--- src/rtl/hilo_mac_pkg.sv ---
package hilo_mac_pkg;
  localparam int VAR_W = 5;
  localparam int FN_W  = 6;

  typedef enum logic [1:0] {
    ACC_ADD = 2'd0,
    ACC_SUB = 2'd1,
    ACC_SET = 2'd2,
    ACC_NEG = 2'd3
  } acc_op_e;

  typedef struct packed {
    logic    legal;
    acc_op_e op;
    logic    usgn;
    logic    hi_sel;
    logic    wr;
  } mac_dec_t;
endpackage

--- src/rtl/hilo_mac_decode.sv ---
module hilo_mac_decode
  import hilo_mac_pkg::*;
(
  input  logic [VAR_W-1:0] variant,
  input  logic [FN_W-1:0]  func,
  output mac_dec_t         dec
);
  localparam logic [FN_W-1:0] FN_ADDFAM = 6'b101000;
  localparam logic [FN_W-1:0] FN_NEG_S  = 6'b011000;
  localparam logic [FN_W-1:0] FN_NEG_U  = 6'b011001;

  always_comb begin
    dec        = '0;
    dec.op     = ACC_ADD;
    dec.hi_sel = variant[3];
    dec.wr     = 1'b1;
    if (func == FN_ADDFAM) begin
      unique case (variant)
        5'b00000: begin dec.legal = 1'b1; dec.wr = 1'b0; end
        5'b00010, 5'b01010: dec.legal = 1'b1;
        5'b00011, 5'b01011: begin dec.legal = 1'b1; dec.usgn = 1'b1; end
        5'b00100, 5'b01100: begin dec.legal = 1'b1; dec.op = ACC_SET; end
        5'b00101, 5'b01101: begin
          dec.legal = 1'b1; dec.op = ACC_SET; dec.usgn = 1'b1;
        end
        default: dec.legal = 1'b0;
      endcase
    end else if (func == FN_NEG_S || func == FN_NEG_U) begin
      dec.usgn = func[0];
      unique case (variant)
        5'b00011, 5'b01011: begin dec.legal = 1'b1; dec.op = ACC_NEG; end
        5'b01111:           begin dec.legal = 1'b1; dec.op = ACC_SUB; end
        5'b00111: begin dec.legal = func[0]; dec.op = ACC_SUB; end
        default:  dec.legal = 1'b0;
      endcase
    end
    if (!dec.legal) begin
      dec.wr = 1'b0;
    end
  end
endmodule

--- src/rtl/hilo_mac_mul.sv ---
module hilo_mac_mul #(
  parameter int OPW = 32
) (
  input  logic [OPW-1:0]   a,
  input  logic [OPW-1:0]   b,
  input  logic             usgn,
  output logic [2*OPW-1:0] prod
);
  localparam int EW = OPW + 1;

  logic signed [EW-1:0]   ea;
  logic signed [EW-1:0]   eb;
  logic signed [2*EW-1:0] full;

  always_comb begin
    ea   = {(~usgn & a[OPW-1]), a};
    eb   = {(~usgn & b[OPW-1]), b};
    full = ea * eb;
    prod = full[2*OPW-1:0];
  end
endmodule

--- src/rtl/hilo_mac_accum.sv ---
module hilo_mac_accum
  import hilo_mac_pkg::*;
#(
  parameter int OPW = 32
) (
  input  logic [2*OPW-1:0] acc_i,
  input  logic [2*OPW-1:0] prod_i,
  input  acc_op_e          op,
  input  logic             usgn,
  input  logic             sat_en,
  output logic [2*OPW-1:0] acc_o
);
  localparam int ACCW = 2 * OPW;
  localparam logic [ACCW:0] LIM_HI = {{(ACCW-OPW+2){1'b0}}, {(OPW-1){1'b1}}};
  localparam logic [ACCW:0] LIM_LO = {{(ACCW-OPW+2){1'b1}}, {(OPW-1){1'b0}}};

  logic [ACCW:0] sum_s;
  logic [ACCW:0] sum_u;
  logic [ACCW-1:0] add_res;

  always_comb begin
    sum_s = {acc_i[ACCW-1], acc_i} + {prod_i[ACCW-1], prod_i};
    sum_u = {1'b0, acc_i} + {1'b0, prod_i};
    add_res = acc_i + prod_i;
    if (sat_en) begin
      if (usgn) begin
        if (sum_u > LIM_HI) add_res = '1;
      end else begin
        if ($signed(sum_s) > $signed(LIM_HI))      add_res = LIM_HI[ACCW-1:0];
        else if ($signed(sum_s) < $signed(LIM_LO)) add_res = LIM_LO[ACCW-1:0];
      end
    end
    unique case (op)
      ACC_ADD: acc_o = add_res;
      ACC_SUB: acc_o = acc_i - prod_i;
      ACC_SET: acc_o = prod_i;
      default: acc_o = '0 - prod_i;
    endcase
  end
endmodule

--- src/rtl/hilo_mac.sv ---
module hilo_mac
  import hilo_mac_pkg::*;
#(
  parameter int OPW = 32
) (
  input  logic                 clk,
  input  logic                 rst_n,
  input  logic                 start,
  input  logic [OPW-1:0]       op_a,
  input  logic [OPW-1:0]       op_b,
  input  logic [VAR_W-1:0]     variant,
  input  logic [FN_W-1:0]      func,
  input  logic                 sat_en,
  output logic                 res_valid,
  output logic                 res_wr,
  output logic [2*OPW-1:0]     res_data,
  output logic                 illegal,
  output logic [2*OPW-1:0]     hi_q,
  output logic [2*OPW-1:0]     lo_q
);
  localparam int ACCW = 2 * OPW;

  mac_dec_t        dec;
  logic [ACCW-1:0] prod;
  logic [ACCW-1:0] acc_new;
  logic [ACCW-1:0] acc_q, acc_d;
  logic            accept;
  logic            acc_en;
  logic            valid_d, wr_d, ill_d;
  logic [ACCW-1:0] data_d;
  logic [OPW-1:0]  half_sel;

  hilo_mac_decode u_dec (.variant(variant), .func(func), .dec(dec));

  hilo_mac_mul #(.OPW(OPW)) u_mul (
    .a(op_a), .b(op_b), .usgn(dec.usgn), .prod(prod)
  );

  hilo_mac_accum #(.OPW(OPW)) u_acc (
    .acc_i(acc_q), .prod_i(prod), .op(dec.op), .usgn(dec.usgn),
    .sat_en(sat_en), .acc_o(acc_new)
  );

  always_comb begin
    accept   = start && !res_valid;
    acc_en   = accept && dec.legal;
    acc_d    = acc_new;
    valid_d  = accept;
    half_sel = dec.hi_sel ? acc_new[ACCW-1:OPW] : acc_new[OPW-1:0];
    wr_d     = accept && dec.wr;
    ill_d    = accept && !dec.legal;
    data_d   = dec.legal ? {{OPW{half_sel[OPW-1]}}, half_sel} : '0;
  end

  always_ff @(posedge clk or negedge rst_n) begin
    if (!rst_n) begin
      acc_q <= '0;
    end else if (acc_en) begin
      acc_q <= acc_d;
    end
  end

  always_ff @(posedge clk or negedge rst_n) begin
    if (!rst_n) begin
      res_valid <= 1'b0;
      res_wr    <= 1'b0;
      illegal   <= 1'b0;
      res_data  <= '0;
    end else begin
      res_valid <= valid_d;
      res_wr    <= wr_d;
      illegal   <= ill_d;
      if (accept) begin
        res_data <= data_d;
      end
    end
  end

  assign hi_q = {{OPW{acc_q[ACCW-1]}}, acc_q[ACCW-1:OPW]};
  assign lo_q = {{OPW{acc_q[OPW-1]}}, acc_q[OPW-1:0]};

  AST_VALID_ONE_CYCLE: assert property (@(posedge clk) disable iff (!rst_n)
    res_valid |=> !res_valid);
  AST_START_GIVES_VALID: assert property (@(posedge clk) disable iff (!rst_n)
    (start && !res_valid) |=> res_valid);
  AST_ILLEGAL_KEEPS_ACC: assert property (@(posedge clk) disable iff (!rst_n)
    (start && !res_valid && !dec.legal) |=> (illegal && $stable(acc_q)));
  AST_ILLEGAL_NO_WRITE: assert property (@(posedge clk) disable iff (!rst_n)
    illegal |-> !res_wr);
  AST_SAT_SIGNED_BOUND: assert property (@(posedge clk) disable iff (!rst_n)
    (accept && dec.legal && dec.op == ACC_ADD && !dec.usgn && sat_en)
    |=> ($signed(acc_q) <= $signed({{(OPW+1){1'b0}}, {(OPW-1){1'b1}}})
         && $signed(acc_q) >= $signed({{(OPW+1){1'b1}}, {(OPW-1){1'b0}}})));
  AST_SAT_UNSIGNED_BOUND: assert property (@(posedge clk) disable iff (!rst_n)
    (accept && dec.legal && dec.op == ACC_ADD && dec.usgn && sat_en)
    |=> (acc_q <= {{(OPW+1){1'b0}}, {(OPW-1){1'b1}}} || acc_q == '1));
  AST_IDLE_NO_VALID: assert property (@(posedge clk) disable iff (!rst_n)
    !$past(accept) |-> !res_valid);
endmodule

--- config.mk ---
export PLATFORM = sky130hd
export DESIGN_NAME = hilo_mac
export DESIGN_NICKNAME = d
export VERILOG_FILES = /design/src/rtl/hilo_mac_pkg.sv /design/src/rtl/hilo_mac_decode.sv /design/src/rtl/hilo_mac_mul.sv /design/src/rtl/hilo_mac_accum.sv /design/src/rtl/hilo_mac.sv
export SDC_FILE = /design/constraint.sdc
export NUM_CORES = 2
export LEC_CHECK = 0
export BUFFER_PORTS_ARGS = -buffer_cell sky130_fd_sc_hd__buf_4
export CORE_ASPECT_RATIO = 1.4
export CORE_MARGIN = 2
export CORE_UTILIZATION = 40
export DETAILED_ROUTE_END_ITERATION = 8
export SLEW_MARGIN = 20
export SYNTH_ARGS = -nofsm -noshare
export SYNTH_HDL_FRONTEND = slang
export SYNTH_SLANG_ARGS = --single-unit
--- constraint.sdc ---
create_clock -name clk -period 9.3 [get_ports clk]
set_input_delay 1.86 -clock clk [delete_from_list [all_inputs] [get_ports clk]]
set_output_delay 1.86 -clock clk [all_outputs]
set_load 0.005 [all_outputs]
# Yosys cells after proc, flatten, opt, wreduce, memory -nomap -nowiden
# Cells that the tools add are included.
[word_totals]
out_inout_bits = 195
ff_bits = 131
inputBits = 79
wordCells = 65
[classes]
n_addsub = 5
n_reduce_logical = 15
bitwise_logic = 3
multipliers = 1
n_mux = 18
magnitude_cmp = 3
eq_ne = 15
[op_table]
columns = ["op", "n"]
rows = [
  ["two-way mux 64 bit", 6],
  ["case mux 64 bit (3 select lines)", 1],
  ["adder 64 x 64 -> 65 bit", 2],
  ["> comparator 65 x 31 -> 1 bit, second input constant", 1],
  ["> comparator 65 x 32 -> 1 bit, second input constant", 1],
  ["less-than comparator 65 x 32 -> 1 bit, second input constant", 1],
  ["adder 64 bit", 1],
  ["multiplier 33 x 33 -> 64 bit", 1],
  ["subtractor 1 x 64 -> 64 bit, first input constant", 1],
  ["subtractor 64 bit", 1],
  ["two-way mux 32 bit", 1],
  ["equality test 5 x 4 -> 1 bit, second input constant", 5],
  ["equality test 5 x 3 -> 1 bit, second input constant", 3],
  ["equality test 6 x 5 -> 1 bit, second input constant", 2],
  ["equality test 5 x 2 -> 1 bit, second input constant", 2],
  ["OR reduction 9 bit", 1],
  ["two-way mux 4 bit", 2],
  ["OR reduction 4 bit", 2],
  ["equality test 6 bit, second input constant", 1],
  ["zero test 5 bit", 1],
  ["two-way mux 1 bit", 5],
  ["logical AND 1 bit", 4],
  ["case mux 2 bit (2 select lines)", 1],
  ["OR reduction 2 bit", 2],
  ["10 further kinds", 12],
]

# Logic depth before layout (Yosys ltp)
[logic_depth]
ltp_word = 17
depth_mapped = 51
mapped_depth_nobuf = 47

# Hierarchy
# From an unflattened synthesis, not the netlist that was laid out.
[hier_totals]
hier_cells = 6206
hier_area_um2 = 53670.2
[by_module_without_submodules]
columns = ["mod", "area_per_inst_um2", "cells_per_inst", "n_inst", "seq_area_each_um2"]
rows = [
  ["hilo_mac_mul", 37868.8, 4157, 1, 0.0],
  ["hilo_mac_accum", 10939.2, 1678, 1, 0.0],
  ["hilo_mac", 4695.8, 346, 1, 2477.4],
  ["hilo_mac_decode", 166.4, 25, 1, 0.0],
]

# Worst setup path after synthesis
# OpenSTA, ideal clock, no wires.
[synth_timing]
path_type = "input to register"
start = "input func[1]"
end = "register res_data[2]"
t_arrival_ns = 13.310
path_slack_ns = -4.153
path_stages = 47
cell_sequence = "nor2_1 > nand2_1 > nor4_1 > a32oi_1 > and2_1 > clkbuf_1 > nand2_1 > inv_1 > fa_1 > inv_1 > fa_1 > inv_1 > fa_1 > fa_1 > inv_1 > fa_1 > fa_1 > fa_1 > [... 11 more ...] > o21bai_1 > xnor2_1 > inv_1 > ha_1 > clkbuf_1 > o21ai_0 > nand2b_1 > a21oi_1 > a211oi_1 > nor3_1 > or4_1 > nor4_1 > nand4_1 > o21ai_2 > a31oi_2 > buf_6 > a222oi_1 > a221oi_1"
[synth_between]
elab_chain_len = 16
elab_cells_between_ends = 29
[synth_rtl]
columns = ["element", "line_no", "rtl"]
rows = [
  ["start, declared", "hilo_mac.sv:12", "input logic [FN_W-1:0] func,"],
  ["equality test 6 x 5 -> 1 bit", "hilo_mac_decode.sv:28", "end else if (func == FN_NEG_S || func == FN_NEG_U) begin"],
  ["logical OR 1 bit", "hilo_mac_decode.sv:28", ""],
  ["two-way mux 4 bit", "hilo_mac_decode.sv:28", ""],
  ["two-way mux 4 bit *", "hilo_mac_decode.sv:17", "if (func == FN_ADDFAM) begin"],
  ["NOT 1 bit", "hilo_mac_mul.sv:16, hilo_mac_mul.sv:17", ""],
  ["bitwise AND 1 bit (on tied branches)", "hilo_mac_mul.sv:16, hilo_mac_mul.sv:17", ""],
  ["multiplier 33 x 33 -> 64 bit", "hilo_mac_mul.sv:18", "full = ea * eb;"],
  ["adder 64 x 64 -> 65 bit", "hilo_mac_accum.sv:22", "sum_s = {acc_i[ACCW-1], acc_i} + {prod_i[ACCW-1], prod_i};"],
  ["less-than comparator 65 x 32 -> 1 bit", "hilo_mac_accum.sv:30", "else if ($signed(sum_s) < $signed(LIM_LO)) add_res = LIM_LO[ACCW-1:0];"],
  ["two-way mux 64 bit", "hilo_mac_accum.sv:30", ""],
  ["two-way mux 64 bit", "hilo_mac_accum.sv:29", "if ($signed(sum_s) > $signed(LIM_HI)) add_res = LIM_HI[ACCW-1:0];"],
  ["two-way mux 64 bit", "hilo_mac_accum.sv:26", "if (usgn) begin"],
  ["two-way mux 64 bit", "hilo_mac_accum.sv:25", "if (sat_en) begin"],
  ["case mux 64 bit (3 select lines)", "hilo_mac_accum.sv:33", "unique case (op)"],
  ["two-way mux 32 bit", "hilo_mac.sv:49", "half_sel = dec.hi_sel ? acc_new[ACCW-1:OPW] : acc_new[OPW-1:0];"],
  ["two-way mux 64 bit *", "hilo_mac.sv:52", "data_d = dec.legal ? {{OPW{half_sel[OPW-1]}}, half_sel} : '0;"],
  ["end signal, assigned", "hilo_mac.sv:74", "res_data <= data_d;"],
  ["end, declared", "hilo_mac.sv:16", "output logic [2*OPW-1:0] res_data,"],
]
# Mark *: on every way between the ends. The rest lies on a longest branch, timed or not.
# A chain may end at the register's enable or synchronous reset.

# Worst setup path in the final report
[layout_timing]
start = "input func[1]"
end = "register res_data[6]"
# The elaborated chain is that of the path after synthesis.

==> impl_results.md <==
* Largest net degree at the start of global routing at 73
* Fin. max-slew vios at 0
* CTS clk-pin slew, worst paths at about 0.080 ns
* Most common cell in the synthesized netlist: inv_1
* Post-route cell area at between 60000 and 70000 µm²
* Final ANT Viol Nets at 0
* Starting DRT DRC Count at ~3100
* Vias in the first global route at 52570
* Antenna violations before repair at 7
* Layout cell share with drive strength beyond 1 at 25.33%
* Nets@finish at ~9000
* Synthesized cell area at 53280 µm²
* Full die area at 136200 µm²
* DIE WIDTH at 312.5 µm
* Startpoint types: primary input
* Top_reg_cell synth: dfrtp_1
* Post-synth top area share at between 40 and 50%
* Core Util, Final at roughly half
* Critical path class: primary input to flip-flop
* CTS tree: built
* WHS at 0.4913 ns
* Post-Synth Adder-Cell Area at between 50% and 60%
* Peak per-stage delay on the critical path at 0.60 ns
* Setup WS post-layout at -3.962 ns
* Main combinational cell family by area after synthesis: adder cells
* I/O pin count at 274
* Top cells by count, synth: 1242 x inv_1, 1127 x fa_1, 1017 x nand2_1, 347 x ha_1, 311 x clkbuf_1
* Failing checks: negative setup slack
* GP Congestion at roughly 1
* Top post-synthesis cells by area: fa_1 42%, inv_1 8.8%, ha_1 8.1%
* Drt first pass iters at 8
* Core Box Area at 132300 µm²
* Avg Cell Area, Syn at 8.406 µm²
* DR WL/cell at 21.01 µm
* # fillers at 12560
* Outcome: complete, but fails checks
* First-pass GRT wire length at 303.1 mm
* Clock skew at 0.02021 ns
* Initial Util at 40.28%
* Final setup fails at 96
* Peak fanout along the critical path at 7
* Mux contribution to synthesized area at less than 1%
* Total gr overflow at 0
* Yosys reg bits at just under 100
* Slowest CP cell: fa_1
* Area Growth Syn to Fin at 26.70%
* Max Cap Viol at 0
* Synth Area in Compound Gates at 12.24%
* Aggregate global-route resource usage at between 20% and 30%
* Asr flop ratio synth at 100.0%
* Setup WS pre-CTS at -5.235 ns
* Hold Crit Class: flip-flop to flip-flop
* Post-route minimum period at 13.26 ns
* Synthesis Warnings at 0
* Max_slew headroom at between 30% and 40%
* Buffers and inverters on the worst path at 13
* Cell Rows at 158
* Die height at 435.8 µm
* IO buf count at 273
* Unrepaired setup endpoints after global routing: true
* Overall routed net length at slightly below 200 mm
* Root buf cell: clkbuf_16
* Unique masters post-synth at 94
* Post-synthesis sequential area ratio at 4.650%
* Post-DP HPWL at 170.7 mm
* Simple-gate portion of the synthesized area at 17.03%
* Mapped Cells at around 6300
* Via/cell ratio at between 5 and 6
* Synth area leader: fa_1
* Crit-path leading delay family: adder cells
* Worst-margin pin slew at 0.9590 ns
* Clk buf depth at 2
* Post-synth EDFFs at 0
* Residual DRC at 0
* Dpl cell area at 65470 µm²
* Htree depth at 3
* Max Fclk at 75.41 MHz
* Most frequent CP cell: fa_1
* CTS Hold Bufs at 0
* Clock latency on the worst-skew pair at 0.42 ns
* Fin. Hold Viols at 0
* Total CTS buffers at 9
* Synth Area in XOR/XNOR at 2.860%
* CP endpoint kind: flip-flop
* WP data required at ~9.6 ns
* CP arrival at 13.51 ns
* Post-synth net total at 7891
* CTS sink count at ~100
* Tcrit/Tclk final at 142.6%
* DR vias at 48700
## cells in the final DEF, fill, tap and decap left out, types with 30 or more instances in the layout
master     count
a2111oi_2     30
a21o_1        81
nand3_1       53
nand4_1       48
inv_1       1230
o21ai_1       37
ha_1         328
nand2_1     1007
dfrtp_1       97
nor3_1        36
a21oi_1      220
o31ai_1       30
xnor2_1      108
buf_4       1499
and2_1       299
o21a_1        31
and3_1       107
xor2_1        53
or2_2         30
nor2_1       198
o21ai_0      117
fa_1        1112
## through the flow
stage	cells	TNS, ns
2_1_floorplan	6338	-304.59
5_1_grt	9230	-390.79
3_5_place_dp	9169	-453.08
4_1_cts	9202	-342.11
6_report	9231	-356.49
3_3_place_gp	9169	-445.52
## timing repair
item,4_1_cts,5_1_grt
gates cloned,1,3
resized for setup,142,148
setup endpoints to repair,96,96
buffers inserted,18,26
pin swaps,59,51
## cell type report
type	instances	area (µm²)	area share, %
sequential	99	2480	3.674
tap	1760	2202	3.262
multi-input combinational	4563	45760	67.79
clock inverter	6	57.56	0.08526
clock buffer	10	239.0	0.3540
inverter	1242	4677	6.929
timing repair buffer	1550	12080	17.90
antenna	1	2.502	0.003707
## layer usage
metal / vias up / global-route usage [%] / part of all wire, %
met3: 387 / 2.858 / 4.7
met1: 24830 / 34.72 / 39
met4: 2 / 15.28 / 6.2
li1: 22000 / - / -
met2: 1487 / 50.41 / 50
met5: - / 0 / 0.0077
## state kept, by name, summed over array words and instances (netlist names)
register	flops
acc_q	64
illegal	1
res_data	32
res_valid	1
res_wr	1
## worst register-to-register path: stages, from the launching register on
cell	delay, ns
dfrtp_1	0.43
ha_1	0.30
inv_1	0.10
fa_1	0.20
nand2b_1	0.14
a21oi_1	0.09
o41a_1	0.50
buf_4	0.20
o21a_1	0.22
o2111ai_2	0.31
buf_4	0.18
a2111o_1	0.12
o2111ai_1	0.20
or4_4	0.48
or4_4	0.58
o22ai_4	0.19
a31oi_4	0.15
buf_6	0.15
clkbuf_16	0.17
a222oi_1	0.28
buf_4	0.19
a221oi_1	0.07
## path summary, 6_finish.rpt
path	from	endpoint	slack [ns]	depth (start not counted)
min in group asynchronous	rst_n	acc_q[14]	1.48	1
max in group asynchronous	rst_n	acc_q[63]	6.43	2
min	res_data[10]	res_data[10]	0.49	2
min reg2reg	res_data[10]	res_data[10]	0.49	2
max reg2reg	acc_q[0]	res_data[6]	3.88	21
max	func[1]	res_data[6]	-3.96	49
## logic make-up (layout without fill, tap and decap cells)
family          Yosys count  count (layout)
flops                    99              99
simple gates           1945            1945
buf+inv                1676            2808
compound gates          962             962
mux                       8               8
xor+xnor                174             174
other cells               0               1
fa+ha+maj              1474            1474
Power is not shown: default switching activity piles up to over one toggle a cycle in this logic, so the estimate is an artifact.
